==> config.mk <==
export PLATFORM = sky130hd
export DESIGN_NAME = merge_wbuf
export DESIGN_NICKNAME = d
export VERILOG_FILES = /design/src/rtl/mwb_pkg.sv /design/src/rtl/mwb_slot.sv /design/src/rtl/mwb_order.sv /design/src/rtl/mwb_arb.sv /design/src/rtl/merge_wbuf.sv
export SDC_FILE = /design/constraint.sdc
export NUM_CORES = 1
export LEC_CHECK = 0
export CORE_UTILIZATION = 55
export DETAILED_ROUTE_END_ITERATION = 8
export PLACE_DENSITY = 0.77
export SLEW_MARGIN = 20
export SYNTH_ARGS = -nofsm -noshare
export SYNTH_HDL_FRONTEND = slang
export SYNTH_HIERARCHICAL = 1
export SYNTH_SLANG_ARGS = --single-unit
==> constraint.sdc <==
create_clock -name clk -period 7.74 [get_ports clk]
set_clock_uncertainty 0.05 [all_clocks]
set_input_delay 1.548 -clock clk [delete_from_list [all_inputs] [get_ports clk]]
set_output_delay 1.548 -clock clk [all_outputs]
set_load 0.1 [all_outputs]
==> src/rtl/mwb_pkg.sv <==
package mwb_pkg;

   // owner of the shared memory port in a given cycle
   typedef enum logic [1:0] {
      PORT_IDLE  = 2'd0,
      PORT_READ  = 2'd1,
      PORT_DRAIN = 2'd2
   } port_own_e;

   // true when v is a power of two
   function automatic bit is_pow2(input int unsigned v);
      return (v != 0) && ((v & (v - 1)) == 0);
   endfunction

endpackage

==> src/rtl/mwb_slot.sv <==
module mwb_slot #(
   parameter int WORDS  = 4,
   parameter int DATA_W = 32,
   parameter int BLK_W  = 28,
   parameter int WIDX_W = 2
) (
   input  logic                    clk,
   input  logic                    rst_n,
   input  logic                    i_alloc,
   input  logic                    i_merge,
   input  logic                    i_clear,
   input  logic [BLK_W-1:0]        i_blk,
   input  logic [WIDX_W-1:0]       i_word,
   input  logic [DATA_W-1:0]       i_data,
   input  logic                    i_io,
   output logic                    o_valid,
   output logic                    o_io,
   output logic [BLK_W-1:0]        o_blk,
   output logic [WORDS*DATA_W-1:0] o_data,
   output logic [WORDS-1:0]        o_mask
);

   logic [WORDS-1:0] word_sel;

   always_comb begin
      word_sel = '0;
      word_sel[i_word] = 1'b1;
   end

   always_ff @(posedge clk or negedge rst_n) begin
      if (!rst_n) begin
         o_valid <= 1'b0;
         o_io    <= 1'b0;
         o_blk   <= '0;
         o_mask  <= '0;
      end else if (i_alloc) begin
         o_valid <= 1'b1;
         o_io    <= i_io;
         o_blk   <= i_blk;
         o_mask  <= word_sel;
      end else if (i_merge) begin
         o_mask  <= o_mask | word_sel;
      end else if (i_clear) begin
         o_valid <= 1'b0;
         o_io    <= 1'b0;
         o_mask  <= '0;
      end
   end

   for (genvar w = 0; w < WORDS; w++) begin : g_word
      logic [DATA_W-1:0] word_q;
      always_ff @(posedge clk) begin
         if ((i_alloc || i_merge) && word_sel[w])
            word_q <= i_data;
      end
      assign o_data[w*DATA_W +: DATA_W] = word_q;
   end

   // an I/O entry never receives folded data
   p_io_no_merge_r3: assert property (@(posedge clk) disable iff (!rst_n)
      i_merge |-> (o_valid && !o_io));

   // folding only into a live entry that is not leaving
   p_merge_live_r2: assert property (@(posedge clk) disable iff (!rst_n)
      i_merge |-> (!i_clear && !i_alloc));

   // a drained entry always carries at least one stored word
   p_clear_nonempty_r5: assert property (@(posedge clk) disable iff (!rst_n)
      i_clear |-> (o_valid && o_mask != '0));

endmodule

==> src/rtl/mwb_order.sv <==
module mwb_order #(
   parameter int NUM_ENT = 4,
   parameter int PTR_W   = 2,
   parameter int CNT_W   = 3
) (
   input  logic             clk,
   input  logic             rst_n,
   input  logic             push,
   input  logic             pop,
   output logic [PTR_W-1:0] head,
   output logic [PTR_W-1:0] tail,
   output logic [CNT_W-1:0] count,
   output logic             full,
   output logic             empty
);

   localparam bit WRAP_FREE = mwb_pkg::is_pow2(NUM_ENT);

   logic [PTR_W-1:0] head_nx, tail_nx;

   if (WRAP_FREE) begin : g_wrap_pow2
      assign head_nx = head + PTR_W'(1);
      assign tail_nx = tail + PTR_W'(1);
   end else begin : g_wrap_cmp
      assign head_nx = (head == PTR_W'(NUM_ENT - 1)) ? '0 : head + PTR_W'(1);
      assign tail_nx = (tail == PTR_W'(NUM_ENT - 1)) ? '0 : tail + PTR_W'(1);
   end

   always_ff @(posedge clk or negedge rst_n) begin
      if (!rst_n) begin
         head  <= '0;
         tail  <= '0;
         count <= '0;
      end else begin
         if (push) tail <= tail_nx;
         if (pop)  head <= head_nx;
         count <= count + CNT_W'(push) - CNT_W'(pop);
      end
   end

   assign full  = (count == CNT_W'(NUM_ENT));
   assign empty = (count == '0);

   // occupancy never exceeds the number of slots
   p_no_overflow_r9: assert property (@(posedge clk) disable iff (!rst_n)
      count <= CNT_W'(NUM_ENT));

   // a new slot is only taken while one is free
   p_push_room_r4: assert property (@(posedge clk) disable iff (!rst_n)
      push |-> !full);

   // the drain only removes an existing entry
   p_pop_live_r5: assert property (@(posedge clk) disable iff (!rst_n)
      pop |-> !empty);

endmodule

==> src/rtl/mwb_arb.sv <==
module mwb_arb (
   input  logic                 rd_req,
   input  logic                 rd_hit,
   input  logic                 have_entry,
   input  logic                 mem_ack,
   output mwb_pkg::port_own_e   own,
   output logic                 mem_req,
   output logic                 rd_grant,
   output logic                 drain_fire
);

   import mwb_pkg::*;

   always_comb begin
      own = PORT_IDLE;
      if (rd_req && !rd_hit)
         own = PORT_READ;
      else if (have_entry)
         own = PORT_DRAIN;
   end

   assign mem_req    = (own != PORT_IDLE);
   assign rd_grant   = (own == PORT_READ) && mem_ack;
   assign drain_fire = (own == PORT_DRAIN) && mem_ack;

endmodule

==> src/rtl/merge_wbuf.sv <==
module merge_wbuf #(
   parameter int                NUM_ENT = 4,
   parameter int                WORDS   = 4,
   parameter int                DATA_W  = 32,
   parameter int                ADDR_W  = 32,
   parameter logic [ADDR_W-1:0] IO_BASE = 'hF000_0000,
   localparam int               CNT_W   = $clog2(NUM_ENT + 1)
) (
   input  logic                    clk,
   input  logic                    rst_n,
   input  logic                    st_valid,
   input  logic [ADDR_W-1:0]       st_addr,
   input  logic [DATA_W-1:0]       st_data,
   output logic                    st_ready,
   input  logic                    rd_req,
   input  logic [ADDR_W-1:0]       rd_addr,
   output logic                    rd_grant,
   output logic                    mem_req,
   output logic                    mem_wr,
   output logic [ADDR_W-1:0]       mem_addr,
   output logic [WORDS*DATA_W-1:0] mem_wdata,
   output logic [WORDS-1:0]        mem_wmask,
   input  logic                    mem_ack,
   output logic                    full,
   output logic                    empty,
   output logic [CNT_W-1:0]        count
);

   import mwb_pkg::*;

   localparam int BYTE_OFF = $clog2(DATA_W / 8);
   localparam int WIDX_W   = $clog2(WORDS);
   localparam int BLK_LSB  = BYTE_OFF + WIDX_W;
   localparam int BLK_W    = ADDR_W - BLK_LSB;
   localparam int PTR_W    = (NUM_ENT > 1) ? $clog2(NUM_ENT) : 1;

   // elaboration-time parameter checks
   if (!is_pow2(WORDS) || WORDS < 2) begin : g_bad_words
      $error("merge_wbuf: WORDS must be a power of two, at least 2");
   end
   if (!is_pow2(DATA_W) || DATA_W < 8) begin : g_bad_data
      $error("merge_wbuf: DATA_W must be a power of two, at least 8");
   end
   if (NUM_ENT < 2) begin : g_bad_depth
      $error("merge_wbuf: NUM_ENT must be at least 2");
   end
   if (IO_BASE[BLK_LSB-1:0] != '0) begin : g_bad_io
      $error("merge_wbuf: IO_BASE must be block aligned");
   end

   // address split
   logic [BLK_W-1:0]  st_blk, rd_blk;
   logic [WIDX_W-1:0] st_word;
   logic              st_io;
   logic              unused_low;

   assign st_blk     = st_addr[ADDR_W-1:BLK_LSB];
   assign st_word    = st_addr[BLK_LSB-1:BYTE_OFF];
   assign st_io      = (st_addr >= IO_BASE);
   assign rd_blk     = rd_addr[ADDR_W-1:BLK_LSB];
   assign unused_low = ^{st_addr[BYTE_OFF-1:0], rd_addr[BLK_LSB-1:0]};

   // slot array
   logic                    sl_valid [NUM_ENT];
   logic                    sl_io    [NUM_ENT];
   logic [BLK_W-1:0]        sl_blk   [NUM_ENT];
   logic [WORDS*DATA_W-1:0] sl_data  [NUM_ENT];
   logic [WORDS-1:0]        sl_mask  [NUM_ENT];
   logic [NUM_ENT-1:0]      fold_hit, rd_match, sl_alloc, sl_merge, sl_clear;

   logic [PTR_W-1:0] head, tail;
   logic             push, st_fire, can_fold, rd_hit, drain_fire;
   port_own_e        own;

   for (genvar i = 0; i < NUM_ENT; i++) begin : g_slot
      logic at_head, at_tail;
      assign at_head = (head == PTR_W'(i));
      assign at_tail = (tail == PTR_W'(i));

      assign fold_hit[i] = sl_valid[i] && !sl_io[i] && (sl_blk[i] == st_blk)
                           && !(drain_fire && at_head);
      assign rd_match[i] = sl_valid[i] && (sl_blk[i] == rd_blk);
      assign sl_alloc[i] = push && at_tail;
      assign sl_merge[i] = st_fire && can_fold && fold_hit[i];
      assign sl_clear[i] = drain_fire && at_head;

      mwb_slot #(
         .WORDS  (WORDS),
         .DATA_W (DATA_W),
         .BLK_W  (BLK_W),
         .WIDX_W (WIDX_W)
      ) i_slot (
         .clk     (clk),
         .rst_n   (rst_n),
         .i_alloc (sl_alloc[i]),
         .i_merge (sl_merge[i]),
         .i_clear (sl_clear[i]),
         .i_blk   (st_blk),
         .i_word  (st_word),
         .i_data  (st_data),
         .i_io    (st_io),
         .o_valid (sl_valid[i]),
         .o_io    (sl_io[i]),
         .o_blk   (sl_blk[i]),
         .o_data  (sl_data[i]),
         .o_mask  (sl_mask[i])
      );
   end

   // store acceptance
   assign can_fold = !st_io && (|fold_hit);
   assign st_ready = can_fold || !full;
   assign st_fire  = st_valid && st_ready;
   assign push     = st_fire && !can_fold;
   assign rd_hit   = |rd_match;

   mwb_order #(
      .NUM_ENT (NUM_ENT),
      .PTR_W   (PTR_W),
      .CNT_W   (CNT_W)
   ) i_order (
      .clk   (clk),
      .rst_n (rst_n),
      .push  (push),
      .pop   (drain_fire),
      .head  (head),
      .tail  (tail),
      .count (count),
      .full  (full),
      .empty (empty)
   );

   mwb_arb i_arb (
      .rd_req     (rd_req),
      .rd_hit     (rd_hit),
      .have_entry (!empty),
      .mem_ack    (mem_ack),
      .own        (own),
      .mem_req    (mem_req),
      .rd_grant   (rd_grant),
      .drain_fire (drain_fire)
   );

   // memory port steering
   always_comb begin
      mem_wr    = (own == PORT_DRAIN);
      mem_addr  = '0;
      mem_wdata = '0;
      mem_wmask = '0;
      if (own == PORT_READ) begin
         mem_addr = {rd_blk, {BLK_LSB{1'b0}}};
      end else if (own == PORT_DRAIN) begin
         mem_addr  = {sl_blk[head], {BLK_LSB{1'b0}}};
         mem_wdata = sl_data[head];
         mem_wmask = sl_mask[head];
      end
   end

   // a store stalls only against a full buffer
   p_stall_full_r4: assert property (@(posedge clk) disable iff (!rst_n)
      (st_valid && !st_ready) |-> full);

   // a fold that coincides with no drain leaves occupancy unchanged
   p_fold_count_r2: assert property (@(posedge clk) disable iff (!rst_n)
      (st_fire && can_fold && !drain_fire) |=> (count == $past(count)));

   // a clean read miss keeps writes off the port
   p_read_first_r6: assert property (@(posedge clk) disable iff (!rst_n)
      (rd_req && !rd_hit) |-> (mem_req && !mem_wr));

   // a read with pending data for its block waits behind drains
   p_hit_drains_r7: assert property (@(posedge clk) disable iff (!rst_n)
      (rd_req && rd_hit) |-> (mem_req && mem_wr && !rd_grant));

   // a store to the block leaving this cycle replaces it one for one
   p_fresh_on_drain_r8: assert property (@(posedge clk) disable iff (!rst_n)
      (st_fire && !st_io && drain_fire && !sl_io[head] && sl_blk[head] == st_blk)
      |=> (count == $past(count)));

   // every drain write carries at least one word
   p_drain_mask_r5: assert property (@(posedge clk) disable iff (!rst_n)
      (mem_req && mem_wr) |-> (mem_wmask != '0));

endmodule

==> flow_metrics.tcl <==
set metrics [dict create \
    status "complete, no violations" \
    die_area_um2 54040 \
    timing.rr.start "g_slot[3].i_slot/o_blk[4]" \
    max-vdd-ir-drop_mv 0.3268 \
    finalHoldViolCount 0 \
    ctsResizeCount 0 \
    grt_pass1_wl_um 111900 \
    crit_path_max_incr_delay_ps 640 \
    p_leak_nw 12.26 \
    synth_edf_count 512 \
    start_util 0.5559 \
    dp_hpwl_um 48140 \
    cts_buffers 69 \
    place.gp.congestion 0.9994 \
    syn_area_um2 29210 \
    drc 0 \
    crit_start "rd_addr[24]" \
    seq_area_frac_synth 0.6488 \
    antenna_left 0 \
    hp-class "reg -> reg" \
    fmax_ghz 0.1367 \
    portBuffers 263 \
    place_inst 2523 \
    dr.first_iter.drc_count 1705 \
    rsz0062_at_grt "no" \
    cp.required_ps 6140 \
    core_area_um2 52550 \
    antenna_found_initial 6 \
    path_buf_inv 2 \
    area_delta_synth_final_pct 18.29 \
    wl_per_cell_um 29.03 \
    root_buffer "clkbuf_16" \
    clock_latency_ps 630 \
    viasPerCell 6.122 \
    post_cts_buffers 0 \
    end_kind "output port" \
    gr-total-overflow 0 \
    clk_pin_slew_ps 60 \
    finalSetupViolCount 0 \
    hold_buffers 0 \
    synth_warnings 6 \
    cp_cell_sequence "clkdlybuf4s50_1 > xor2_1 > nor4_1 > nand3_1 > nor3_1 > nand4_1 > nand4_1 > nand2b_4 > and3_1 > nor3b_1 > nor4_1 > nand4_1 > a41oi_4 > nand2b_1 > buf_4" \
    dieHeight_um 232.5 \
    rows 84 \
    period_share 0.9449 \
    h-tree-depth 3 \
    grt_use_total 0.2894 \
    first_pass_iters 7 \
    slew_viol_final 0 \
    critPathArrivalTime_ps 5720 \
    power-per-cell-area_nw_per_um2 399.8 \
    path_max_fanout 7 \
    slew_headroom 0.2574 \
    cts_tree "done" \
    grt_pass1_vias 16620 \
    crit_family "simple AND/OR/NAND/NOR gates" \
    clock-sinks 655 \
    synthArstFlopShare 0.2183 \
    slowest_stage "clkdlybuf4s50_1" \
    critical_path_class "in -> out" \
    dieWidth_um 232.5 \
    crit_top_cell "nand4_1" \
    num_vias 16220 \
    ys_types 43 \
    total_power_w 0.01381 \
    start_kind "primary input" \
    syn_inst 1651 \
    synth_flop_cell "edfxtp_1" \
    cap_violations 0 \
    fin_nets 2010 \
    ios 274 \
    fin_setup_tns_ps 0 \
    period_needed_ps 7314 \
    ys_seq_elements 655 \
    fin_cells 2650 \
    wl_um 76930 \
    min_from "g_slot[3].i_slot/o_io" \
    syn_avg_cell_area_um2 17.69 \
    drive_above_1_share 0.3088 \
    grt_max_degree 107 \
    clockBufferDepth 3 \
    fill_cells 3549 \
    worst_pin_slew_ps 1110 \
]
## synth_stat cells, types with 6 or more instances
cell      count  area share
edfxtp_1    512        0.53
mux4_2      160        0.12
dfrtp_1     143        0.12
and2_1      134       0.029
xnor2_1     129       0.039
xor2_1      101       0.030
mux2_4       96       0.049
clkbuf_1     65      0.0084
nand4_1      39      0.0084
a22o_1       28      0.0084
nor4_1       26      0.0056
nor2_1       25      0.0032
inv_1        21      0.0027
buf_6        19      0.0073
buf_2        16      0.0027
mux2_2       16      0.0062
nand2b_1     16      0.0034
o32ai_1      16      0.0048
buf_1        13      0.0017
nand2_1      12      0.0015
nor3_1       12      0.0021
nor2b_1       7      0.0015
buf_4         6      0.0015
## final cells by class
| cell class | count | area, um^2 | area share |
|---|---|---|---|
| multi-input combinational | 857 | 9693 | 0.2805 |
| inverter | 22 | 82.58 | 0.002390 |
| tap | 688 | 860.8 | 0.02491 |
| clock inverter | 41 | 486.7 | 0.01409 |
| sequential | 655 | 18960 | 0.5487 |
| clock buffer | 83 | 1799 | 0.05207 |
| timing repair buffer | 301 | 2664 | 0.07709 |
| antenna | 3 | 7.507 | 0.0002173 |
## cell families after synthesis
family,count (synthesis),share of synthesized area
AND/OR/NAND/NOR,291,0.06048
multiplexers,272,0.1789
adder cells (fa/ha/maj),3,0.001542
buffers and inverters,142,0.02463
other,1,0.0001284
flip-flops,655,0.6488
XOR/XNOR,230,0.06896
AO/OA/AOI/OAI,57,0.01653
## worst min-delay path, cell delays in order (launching register included)
cell	delay, ps
dfrtp_1	370
nand2b_1	70
o21ai_0	70
## registers in the layout (all words and copies together) (netlist names)
name	count
g_slot.i_slot/o_io	4
i_order/count	3
i_order/tail	2
g_slot.i_slot/g_word.word_q	512
g_slot.i_slot/o_blk	112
g_slot.i_slot/o_valid	4
g_slot.i_slot/o_mask	16
i_order/head	2
## worst paths after layout
path | to | slack [ps] | depth (start not counted)
setup / recovery | st_ready | 430 | 15
hold reg to reg | g_slot[3].i_slot/o_io | 500 | 2
hold / removal | g_slot[3].i_slot/o_io | 500 | 2
min in group asynchronous | g_slot[3].i_slot/o_blk[8] | 880 | 1
max in group asynchronous | g_slot[2].i_slot/o_mask[0] | 5250 | 2
setup reg to reg | g_slot[1].i_slot/g_word[1].word_q[7] | 2520 | 16
## per-stage QoR
stage	utilization	hold slack, ps	setup WS (ps)	instance area, um^2
after floorplan	-	406.8	407.5	29220
after global placement	0.6139	475.7	551.0	32260
after detailed placement	0.6139	482.0	517.9	32260
after CTS	0.6574	494.2	483.4	34550
after global routing	0.6575	514.3	231.3	34550
final	0.6575	498.6	426.4	34550
## where the power goes
part / total, W / switching [W] / internal (W)
clock network: 0.00334 / 0.00141 / 0.00192
logic: 0.00547 / 0.00324 / 0.00222
registers: 0.00501 / 0.000677 / 0.00433
total: 0.0138 / 0.00534 / 0.00848
## layout by cell type, fill, tap and decap left out, types with 4 or more instances in the layout
cell	count
edfxtp_1	512
buf_4	188
mux4_2	160
dfrtp_1	141
and2_1	134
xnor2_1	129
xor2_1	101
clkdlybuf4s50_1	100
mux2_4	96
clkbuf_16	69
nand4_1	39
a22o_1	28
nor4_1	25
inv_1	21
nand2b_1	16
o32ai_1	16
mux2_2	16
nor2_1	13
nand2_1	12
clkinv_2	12
clkbuf_1	12
clkinv_1	12
nor2_4	12
buf_12	12
nor3_1	7
bufinv_16	7
nor2b_1	5
nor3_2	5
nand3_1	4
conb_1	4
o21ai_1	4
o21bai_1	4
o21ai_0	4
## layer usage
layer,vias up,share of wire,global-route usage
li1,6822,-,-
met1,8525,0.41,0.4075
met2,755,0.49,0.4612
met3,116,0.071,0.05833
met4,6,0.023,0.08190
met5,-,0.00053,0
No activity file was read; power rests on OpenSTA's default activity.
